### src/rtl/mod24_pkg.sv
package mod24_pkg;

  // A mod-3 residue is always 0, 1 or 2, so it fits in two bits.
  typedef logic [1:0] res3_t;

  // Adds two mod-3 residues and folds the sum back into the range 0..2.
  function automatic res3_t add_mod3(input res3_t a, input res3_t b);
    logic [2:0] s;
    s = {1'b0, a} + {1'b0, b};
    if (s >= 3'd3) s = s - 3'd3;
    return s[1:0];
  endfunction

  // Weight of bit position pos, taken modulo 3: 2^pos mod 3 is 1 or 2.
  function automatic res3_t weight_mod3(input int unsigned pos);
    return (pos % 2 == 0) ? 2'd1 : 2'd2;
  endfunction

endpackage

### src/rtl/m24_leaf_residue.sv
// Maps every upper input bit to its weighted two-bit residue.
module m24_leaf_residue
  import mod24_pkg::*;
#(
  parameter int N = 9
) (
  input  logic [N-1:0]   bits_in,
  output logic [2*N-1:0] leaf_flat
);

  for (genvar k = 0; k < N; k++) begin : g_leaf
    assign leaf_flat[2*k +: 2] = bits_in[k] ? weight_mod3(k) : 2'd0;
  end

endmodule

### src/rtl/m24_mod3_tree.sv
// Balanced tree of folding mod-3 adders. Unused leaves are tied to zero.
module m24_mod3_tree
  import mod24_pkg::*;
#(
  parameter int N = 9
) (
  input  logic [2*N-1:0] leaf_flat,
  output res3_t          total
);

  localparam int LEVELS = (N > 1) ? $clog2(N) : 0;
  localparam int LEAVES = 1 << LEVELS;

  for (genvar l = 0; l <= LEVELS; l++) begin : g_lvl
    localparam int W = LEAVES >> l;
    res3_t s [W];
    if (l == 0) begin : g_in
      for (genvar i = 0; i < W; i++) begin : g_n
        if (i < N) begin : g_use
          assign s[i] = leaf_flat[2*i +: 2];
        end else begin : g_pad
          assign s[i] = 2'd0;
        end
      end
    end else begin : g_sum
      for (genvar i = 0; i < W; i++) begin : g_n
        assign s[i] = add_mod3(g_lvl[l-1].s[2*i], g_lvl[l-1].s[2*i+1]);
      end
    end
  end

  assign total = g_lvl[LEVELS].s[0];

endmodule

### src/rtl/m24_out_reg.sv
// Output stage: a valid flag and a result that loads only on valid cycles.
module m24_out_reg #(
  parameter int W = 5
) (
  input  logic         clk,
  input  logic         rst,
  input  logic         vld_d,
  input  logic [W-1:0] res_d,
  output logic         vld_q,
  output logic [W-1:0] res_q
);

  always_ff @(posedge clk) begin
    if (rst) begin
      vld_q <= 1'b0;
      res_q <= '0;
    end else begin
      vld_q <= vld_d;
      if (vld_d) res_q <= res_d;
    end
  end

endmodule

### src/rtl/mod24_reducer.sv
// Reduces x_in modulo (3 << LOW_W); with the defaults that modulus is 24.
module mod24_reducer
  import mod24_pkg::*;
#(
  parameter int IN_W  = 12,
  parameter int LOW_W = 3
) (
  input  logic                 clk,
  input  logic                 rst,
  input  logic                 vld_in,
  input  logic [IN_W-1:0]      x_in,
  output logic                 vld_q,
  output logic [LOW_W+1:0]     res_q
);

  localparam int HI_W  = IN_W - LOW_W;
  localparam int OUT_W = LOW_W + 2;

  logic [2*HI_W-1:0] leaf_flat;
  res3_t             hi_res;
  logic [OUT_W-1:0]  res_d;

  m24_leaf_residue #(.N(HI_W)) u_leaf (
    .bits_in   (x_in[IN_W-1:LOW_W]),
    .leaf_flat (leaf_flat)
  );

  m24_mod3_tree #(.N(HI_W)) u_tree (
    .leaf_flat (leaf_flat),
    .total     (hi_res)
  );

  // The low field is wired straight through, so it never sees an upper bit.
  assign res_d = {hi_res, x_in[LOW_W-1:0]};

  m24_out_reg #(.W(OUT_W)) u_out (
    .clk   (clk),
    .rst   (rst),
    .vld_d (vld_in),
    .res_d (res_d),
    .vld_q (vld_q),
    .res_q (res_q)
  );

endmodule

### config.mk
export PLATFORM = sky130hd
export DESIGN_NAME = mod24_reducer
export DESIGN_NICKNAME = d
export VERILOG_FILES = /design/src/rtl/mod24_pkg.sv /design/src/rtl/m24_leaf_residue.sv /design/src/rtl/m24_mod3_tree.sv /design/src/rtl/m24_out_reg.sv /design/src/rtl/mod24_reducer.sv
export SDC_FILE = /design/constraint.sdc
export NUM_CORES = 1
export LEC_CHECK = 0
export ABC_AREA = 1
export CORE_MARGIN = 5
export CORE_UTILIZATION = 43
export CTS_CLUSTER_SIZE = 12
export DETAILED_ROUTE_END_ITERATION = 7
export MAX_ROUTING_LAYER = met4
export PLACE_DENSITY = 0.76
export SLEW_MARGIN = 20
export SYNTH_ARGS = -nofsm -noshare
export SYNTH_HDL_FRONTEND = slang
export SYNTH_SLANG_ARGS = --single-unit
export TNS_END_PERCENT = 20
### constraint.sdc
create_clock -name clk -period 5.7 [get_ports clk]
set_clock_uncertainty 0.15 [all_clocks]
set_input_delay 1.14 -clock clk [delete_from_list [all_inputs] [get_ports clk]]
set_output_delay 1.14 -clock clk [all_outputs]
set_load 0.005 [all_outputs]
==> results_dict.tcl, run 1 <==
set metrics [dict create \
    hold_violations 0 \
    yosysMostFrequentCell "nand2_1" \
    drt-total-wl_mm 1.19 \
    synth_edf_count 0 \
    drc 0 \
    vias 578 \
    finalCriticalPeriod_ns 5.24 \
    firstDrtPassIters 4 \
    fp-row-count 13 \
    fin_area_um2 827 \
    cts_hold_buf 0 \
    slew_viol_final 0 \
    drt_first_iter_violations 13 \
    start_util_pct 45.0 \
    setup_violations 0 \
    cp_data_required_time_ns 5.74 \
    synth-adder-area-share_pct 30.8 \
    stdcell_count 127 \
    r2r-start "u_out.res_q[4]" \
    hp-class "reg -> reg" \
    end_kind "register" \
    whs_endpoint "u_out.res_q[0]" \
    antenna_found_initial 0 \
    timing.final.ws_setup_ns 0.456 \
    die_w_um 46.9 \
    path_class "in -> reg" \
    arrival_ns 5.29 \
    pre_cts_slack_ns 0.208 \
    status "finished, final reports clean" \
    fin_nets 141 \
    p_int_mw 0.153 \
    synth_warnings 0 \
    cts_buffer_depth 2 \
    p_seq_share_pct 20.3 \
    synth_area_leaders "dfxtp_1 21%, ha_1 17%, fa_1 14%" \
    p_leak_nw 0.457 \
    synth_compound_area_share_pct 7.48 \
    power_frac_comb_pct 64.6 \
    numCtsBuffers 3 \
    synth_mux_area_share_pct 0 \
    dpl_cell_area_um2 805 \
    path_max_fanout 3 \
    ant_nets 0 \
    die_y_um 46.9 \
    syn_inst 89 \
    place_hpwl_mm 1.04 \
    synth_ff_type "dfxtp_1" \
    worstMarginPinSlew_ns 0.229 \
    sw_frac_of_total_pct 41.6 \
    netlist_area_um2 586 \
    ys_types 12 \
    cts_resized 0 \
    cts.sinks 6 \
    yosysSeqAreaShare_pct 20.5 \
    cpMaxStageDelayCell "clkdlybuf4s50_1" \
    io_pins 21 \
    synth_top_family_by_area "adder cells" \
    grt_pass1_wl_mm 1.96 \
    clockPowerShare_pct 15.0 \
    synth_top_cells_by_count "21 x nand2_1, 20 x nor2_1, 17 x inv_1, 8 x ha_1, 6 x dfxtp_1" \
    rsz0062_at_grt "no" \
    critPathMaxStageDelay_ns 0.49 \
    track_usage_pct 12.6 \
    nFillCells 118 \
    slew_headroom_pct 84.7 \
    place_inst 124 \
    area.growth.synth_to_final_pct 41.2 \
    ys_seq_elements 6 \
    die_area_um2 2200 \
    synth_xor_area_share_pct 0 \
    startpoint_type "input port" \
    cts_setup_buffers 0 \
    worst_path_most_repeated_cell "nand2_1" \
    ff2ff_setup_slack_ns 4.91 \
    finalSetupTns_ns 0 \
    synthSimpleGateAreaFrac_pct 29.7 \
    cts_tree "done" \
    clk_latency_ns 0.25 \
    first_global_vias 568 \
    reg2reg_to "u_out.res_q[4]" \
    total_power_mw 0.262 \
    wire_per_inst_um 9.39 \
    n_antenna_cell 0 \
    yosysTopAreaCellShare_pct 20.5 \
    holdPathStages 2 \
    syn_avg_cell_area_um2 6.58 \
    synthArstFlopShare_pct 0 \
    clk_pin_slew_ns 0.05 \
    grt_max_degree 8 \
    netSwitchingPower_mw 0.109 \
    cts_root_buf "clkbuf_4" \
    numPortBuffers 20 \
    place.gp.congestion 0.692 \
    power_density_nw_per_um2 316 \
    drive_gt1_share_pct 4.46 \
    fmax_mhz 191 \
    finalCritPeriodShare_pct 92.0 \
    overflow 0 \
    avgViaCountPerCell 4.55 \
    critical_path.top_delay_family "adder cells" \
    path_buf_inv 6 \
    worstRegToRegCells 2 \
    cap_violations 0 \
    yosysTopAreaCell "dfxtp_1" \
    hp-start "u_out.res_q[0]" \
    synth_nets 116 \
    core_um2 1300 \
    ir_drop_mv 0.312 \
    cts_max_level 1 \
]
==> kinds of logic (layout without fill, tap and decap cells) <==
| family | count (synthesis) | in the layout |
|---|---|---|
| buffers and inverters | 18 | 41 |
| flip-flops | 6 | 6 |
| adder cells (fa/ha/maj) | 12 | 12 |
| AND/OR/NAND/NOR | 45 | 45 |
| AO/OA/AOI/OAI | 8 | 8 |
==> through the flow <==
stage	utilization (%)	hold slack (ns)
finish	63.6	0.353
global route	63.6	0.399
CTS	63.6	0.351
detailed placement	61.8	0.340
global placement	61.8	0.344
floorplan	-	0.337
==> worst max-delay path by stage <==
stage             from              to  slack (ns)  cells after the start
2_1_floorplan  x_in[5]  u_out.res_q[4]        0.96                     22
3_3_place_gp   x_in[3]  u_out.res_q[3]        0.33                     26
3_5_place_dp   x_in[5]  u_out.res_q[3]        0.21                     26
4_1_cts        x_in[5]  u_out.res_q[3]        0.46                     26
5_1_grt        x_in[5]  u_out.res_q[3]        0.07                     26
6_report       x_in[3]  u_out.res_q[3]        0.46                     26
==> per-layer routing <==
layer / wire, um / global-route usage, % / vias to the layer above
li1: - / - / 317
met1: 495 / 13.9 / 245
met2: 590 / 21.1 / 16
met3: 107 / 6.13 / 0
met4: 0 / 1.66 / 0
met5: 0 / - / -
==> power by group through the flow <==
stage                     Sequential [mW]  Combinational (mW)  Clock (mW)
after floorplan                    0.0543               0.125           0
after detailed placement           0.0538               0.172           0
after global routing               0.0538               0.199      0.0433
after CTS                          0.0531               0.173      0.0411
after global placement             0.0537               0.167           0
final                              0.0532               0.169      0.0393
==> state kept, by name, summed over array words and instances (netlist names) <==
name / flops
u_out.res_q: 5
u_out.vld_q: 1
==> layout make-up <==
| cell class | count | area (um2) | area share, % |
|---|---|---|---|
| sequential | 6 | 120 | 14.5 |
| clock buffer | 3 | 22.5 | 2.72 |
| timing repair buffer | 20 | 200 | 24.2 |
| tap | 15 | 18.8 | 2.27 |
| inverter | 18 | 67.6 | 8.17 |
| multi-input combinational | 65 | 398 | 48.1 |
==> layout by cell type, fill, tap and decap left out <==
cell type        instances
a21oi_1                  1
nor2_1                  20
inv_1                   17
nand2_1                 21
clkbuf_4                 3
fa_1                     4
inv_2                    1
dfxtp_1                  6
ha_1                     8
clkdlybuf4s50_1         20
nand3_1                  4
o21ai_0                  5
a21oi_2                  1
o21ai_1                  1
==> worst register-to-register path, delay by kind of cell (launching register included) <==
family	cells	cell delay, ns
AO/OA/AOI/OAI	2	0.22
flip-flops	1	0.31
Power figures use the tool's default switching activity.
==> run 2, diff against run 1 <==
--- a/config.mk
+++ b/config.mk
@@ -6,7 +6,6 @@
 export NUM_CORES = 1
 export LEC_CHECK = 0
 export ABC_AREA = 1
-export CORE_MARGIN = 5
 export CORE_UTILIZATION = 43
 export CTS_CLUSTER_SIZE = 12
 export DETAILED_ROUTE_END_ITERATION = 7
==> run 2 against run 1 <==
Effect of this change: via count up 3.6%; hold slack worse by 0.0025 ns; combinational power up 7%; critical endpoint unchanged.
==> results_dict.tcl, run 2 (synthesized netlist as in run 1, its figures left out) <==
set metrics [dict create \
    status "finished, final reports clean" \
    final_util_pct 69.6 \
    largest_registers "u_out.res_q: 5 flops, u_out.vld_q: 1 flops" \
    p_int_mw 0.156 \
    ir_drop_mv 0.262 \
    die_w_um 38.9 \
    grt_max_degree 8 \
    finalSetupTns_ns 0 \
    largest_reg_flops 5 \
    track_usage_pct 21.1 \
    fin_nets 141 \
    path_max_fanout 3 \
    die_area_um2 1510 \
    place_hpwl_um 966 \
    startpoint_type "input port" \
    finalCriticalPeriod_ns 5.32 \
    cts_root_buf "clkbuf_4" \
    place.gp.congestion 0.727 \
    drive_gt1_share_pct 4.46 \
    firstDrtPassIters 4 \
    io_pins 21 \
    power_density_nw_per_um2 333 \
    n_antenna_cell 0 \
    grt_pass1_wl_mm 2.08 \
    p_seq_share_pct 19.4 \
    slew_headroom_pct 83.5 \
    clockPowerShare_pct 14.9 \
    vias 599 \
    rsz0062_at_grt "no" \
    overflow 0 \
    cts_tree "done" \
    cts.sinks 6 \
    hp-class "reg -> reg" \
    worstMarginPinSlew_ns 0.246 \
    setup_violations 0 \
    wire_per_inst_um 9.13 \
    cts_setup_buffers 0 \
    drt-total-wl_mm 1.15 \
    netSwitchingPower_mw 0.119 \
    end_kind "register" \
    regMostFlops "u_out.res_q" \
    core_um2 1190 \
    power_frac_comb_pct 65.6 \
    cts_max_level 1 \
    slew_viol_final 0 \
    first_global_vias 531 \
    cts_resized 0 \
    fmax_mhz 188 \
    finalCritPeriodShare_pct 93.3 \
    path_class "in -> reg" \
    die_y_um 38.9 \
    clk_latency_ns 0.25 \
    fp-row-count 12 \
    arrival_ns 5.36 \
    ant_nets 0 \
    numPortBuffers 20 \
    antenna_found_initial 0 \
    avgViaCountPerCell 4.75 \
    final_common_cell "nand2_1" \
    cts_hold_buf 0 \
    clk_pin_slew_ns 0.05 \
    cts_buffer_depth 2 \
    final_cell_mix "21 x nand2_1, 20 x nor2_1, 20 x clkdlybuf4s50_1" \
    cap_violations 0 \
    start_util_pct 49.4 \
    numCtsBuffers 3 \
    drt_first_iter_violations 11 \
    p_leak_nw 0.457 \
    sw_frac_of_total_pct 43.3 \
    area.growth.synth_to_final_pct 41.0 \
    cp_data_required_time_ns 5.74 \
    hold_violations 0 \
    drc 0 \
]
## run 2: critical path, stage by stage
cell	delay, ns
clkdlybuf4s50_1	0.48
inv_1	0.05
nor2_1	0.10
ha_1	0.17
fa_1	0.44
ha_1	0.19
nor2_1	0.15
nand2_1	0.09
nand2_1	0.06
nand2_1	0.05
inv_1	0.06
ha_1	0.16
fa_1	0.46
ha_1	0.21
nor2_1	0.19
nand2_1	0.11
nand2_1	0.07
nand2_1	0.05
inv_1	0.05
ha_1	0.26
fa_1	0.49
inv_1	0.10
nand2_1	0.05
nand3_1	0.08
nand2_1	0.05
inv_1	0.04
## run 2: per-stage QoR
stage / hold slack [ns] / cell area (um2) / worst slack, ns / total power, mW / std cells
after floorplan: 0.337 / 586 / 0.956 / 0.179 / 89
after global placement: 0.334 / 803 / 0.340 / 0.221 / 123
after detailed placement: 0.335 / 803 / 0.143 / 0.235 / 123
after CTS: 0.358 / 826 / 0.393 / 0.277 / 126
after global routing: 0.398 / 826 / 0.0260 / 0.307 / 126
final: 0.351 / 826 / 0.384 / 0.275 / 126
## run 2: layout make-up
class / count / area [um2]
Sequential cell: 6 / 120
Multi-Input combinational cell: 65 / 398
Timing Repair Buffer: 20 / 200
Clock buffer: 3 / 22.5
Inverter: 18 / 67.6
Tap cell: 14 / 17.5
Fill cell: 105 / 360
## run 2: layer usage
layer	part of all wire, %	up-vias	routed length (um)	global-route usage, %
met1	48	257	556	25.6
met3	8.0	2	92	8.67
met2	43	22	491	32.5
met5	0	-	0	-
met4	0.87	0	10	5.17
li1	-	318	-	-
## run 2: power groups by stage
stage / logic [mW] / clock network [mW] / registers, mW
global route: 0.209 / 0.0438 / 0.0540
detailed placement: 0.181 / 0 / 0.0539
CTS: 0.182 / 0.0417 / 0.0531
global placement: 0.168 / 0 / 0.0537
finish: 0.180 / 0.0410 / 0.0534
floorplan: 0.125 / 0 / 0.0543
## run 2: final timing paths
kind                   from             end  cells past startpoint  slack [ns]
max reg2reg  u_out.res_q[4]  u_out.res_q[4]                      2        4.92
max                 x_in[3]  u_out.res_q[3]                     26        0.38
min          u_out.res_q[0]  u_out.res_q[0]                      2        0.35
min reg2reg  u_out.res_q[0]  u_out.res_q[0]                      2        0.35
==> run 3, diff against run 2 <==
--- a/config.mk
+++ b/config.mk
@@ -6,11 +6,11 @@
 export NUM_CORES = 1
 export LEC_CHECK = 0
 export ABC_AREA = 1
-export CORE_UTILIZATION = 43
+export CORE_UTILIZATION = 39
 export CTS_CLUSTER_SIZE = 12
 export DETAILED_ROUTE_END_ITERATION = 7
 export MAX_ROUTING_LAYER = met4
-export PLACE_DENSITY = 0.76
+export PLACE_DENSITY = 0.73
 export SLEW_MARGIN = 20
 export SYNTH_ARGS = -nofsm -noshare
 export SYNTH_HDL_FRONTEND = slang
==> constraint.sdc (replaced) <==
create_clock -name clk -period 4.7 [get_ports clk]
set_clock_uncertainty 0.15 [all_clocks]
set_input_delay 0.94 -clock clk [delete_from_list [all_inputs] [get_ports clk]]
set_output_delay 0.94 -clock clk [all_outputs]
set_load 0.005 [all_outputs]
==> run 3 against run 2 <==
Effect of this change: register-to-register slack worse by 1.0 ns; die area up 9.7%; sequential power up 20%; core utilization up 2.9 points; count of clock-buffer cells in the layout unchanged; non-clock buffer count up 13; critical path depth down 4; cell count up 11%; largest cell class unchanged; sequential share of layout area down 2.3 points.
==> results_dict.tcl, run 3 (synthesized netlist as in run 1, its figures left out) <==
set metrics [dict create \
    startpoint_type "input port" \
    drc 0 \
    finalSetupTns_ns 0 \
    cts_buffer_depth 2 \
    grt_pass1_wl_mm 2.06 \
    clk_pin_slew_ns 0.04 \
    start_util_pct 43.4 \
    antenna_found_initial 0 \
    cts_hold_buf 0 \
    cts_tree "done" \
    numPortBuffers 20 \
    area.growth.synth_to_final_pct 67.3 \
    worst_hold_slack_ns 0.352 \
    die_area_um2 1660 \
    path_max_fanout 3 \
    multi_input_area_um2 463 \
    fin_area_um2 980 \
    path_class "in -> reg" \
    p_leak_nw 0.521 \
    avgViaCountPerCell 4.65 \
    dpl_cell_area_um2 872 \
    place_hpwl_mm 1.10 \
    status "finished, final reports clean" \
    drt-total-wl_mm 1.36 \
    grt_max_degree 8 \
    track_usage_pct 19.1 \
    die_w_um 40.8 \
    regMostFlops "u_out.res_q" \
    firstDrtPassIters 4 \
    power_density_nw_per_um2 430 \
    setup_violations 0 \
    cts_root_buf "clkbuf_4" \
    finalCritPeriodShare_pct 96.4 \
    vias 651 \
    final_common_cell "nand2_1" \
    wire_per_inst_um 9.71 \
    ir_drop_mv 0.300 \
    place.gp.congestion 0.647 \
    drt_first_iter_violations 6 \
    slew_headroom_pct 83.1 \
    cap_violations 0 \
    overflow 0 \
    slew_viol_final 0 \
    fp-row-count 13 \
    drive_gt1_share_pct 29.6 \
    clk_latency_ns 0.24 \
    fin_nets 154 \
    end_kind "register" \
    largest_reg_flops 5 \
    cp_data_required_time_ns 4.72 \
    nFillCells 116 \
    hold_violations 0 \
    arrival_ns 4.55 \
    finalCriticalPeriod_ns 4.53 \
    cts.sinks 6 \
    die_y_um 40.8 \
    ant_nets 0 \
    n_antenna_cell 0 \
    cts_max_level 1 \
    worstMarginPinSlew_ns 0.253 \
    final_cell_mix "18 x nand2_1, 15 x inv_1, 15 x nor2_1" \
    hp-class "reg -> reg" \
    fmax_mhz 221 \
    numCtsBuffers 3 \
    seq_area_um2 120 \
    core_um2 1350 \
    first_global_vias 588 \
    total_power_mw 0.421 \
    io_pins 21 \
    largest_registers "u_out.res_q: 5 flops, u_out.vld_q: 1 flops" \
]
## run 3: area by class of cell
cell class	instances	share of cell area [%]
Multi-Input combinational cell	65	47.3
Timing Repair Buffer	33	29.4
Tap cell	15	1.92
Clock buffer	3	2.30
Inverter	18	6.90
Sequential cell	6	12.3
## run 3: critical path, stage by stage
cell	delay, ns
dlygate4sd2_1	0.24
inv_1	0.06
nor2_2	0.04
ha_2	0.17
fa_1	0.47
ha_2	0.21
nor2_4	0.12
nand3_1	0.07
o21ai_1	0.09
ha_2	0.20
fa_1	0.43
buf_4	0.15
buf_4	0.12
nand2_1	0.07
nand2_2	0.06
nand2_1	0.06
nand2_1	0.06
inv_2	0.06
ha_4	0.20
fa_2	0.57
a21oi_2	0.05
a21oi_1	0.11
## run 3: power breakdown
| group | total, mW | internal (mW) | switching [mW] |
|---|---|---|---|
| Sequential | 0.0641 | 0.0603 | 0.00385 |
| Combinational | 0.312 | 0.170 | 0.142 |
| Clock | 0.0451 | 0.0287 | 0.0164 |
| Total | 0.421 | 0.259 | 0.162 |
## run 3: through the flow
step | instances | util, % | setup WS (ns)
after detailed placement | 133 | 64.6 | -0.585
after global placement | 133 | 64.6 | -0.433
after floorplan | 89 | - | 0.156
final | 140 | 72.6 | 0.168
after global routing | 140 | 72.6 | -0.00385
after CTS | 139 | 70.7 | 0.0966
## run 3: repair_timing
item                                    CTS  global route
pin swaps                                20            22
resized for setup                        23            12
endpoints found under the setup margin    2             2
buffers inserted                          3             1
gates cloned                              0             0
## run 3: path summary, 6_finish.rpt
check	to	from	slack, ns	cells past startpoint
min	u_out.res_q[0]	u_out.res_q[0]	0.35	2
max	u_out.res_q[4]	x_in[7]	0.17	22
min reg2reg	u_out.res_q[0]	u_out.res_q[0]	0.35	2
max reg2reg	u_out.res_q[2]	u_out.res_q[2]	3.89	2
## run 3: metal layers
layer  share of wire (%)  up-vias  routed length (um)  track usage [%]
met5                   0        -                   0                -
met4                   0        0                   0             2.50
met3                 1.8        0                  24             4.89
met2                  57        9                 777             37.3
met1                  41      298                 558             19.1
li1                    -      344                   -                -
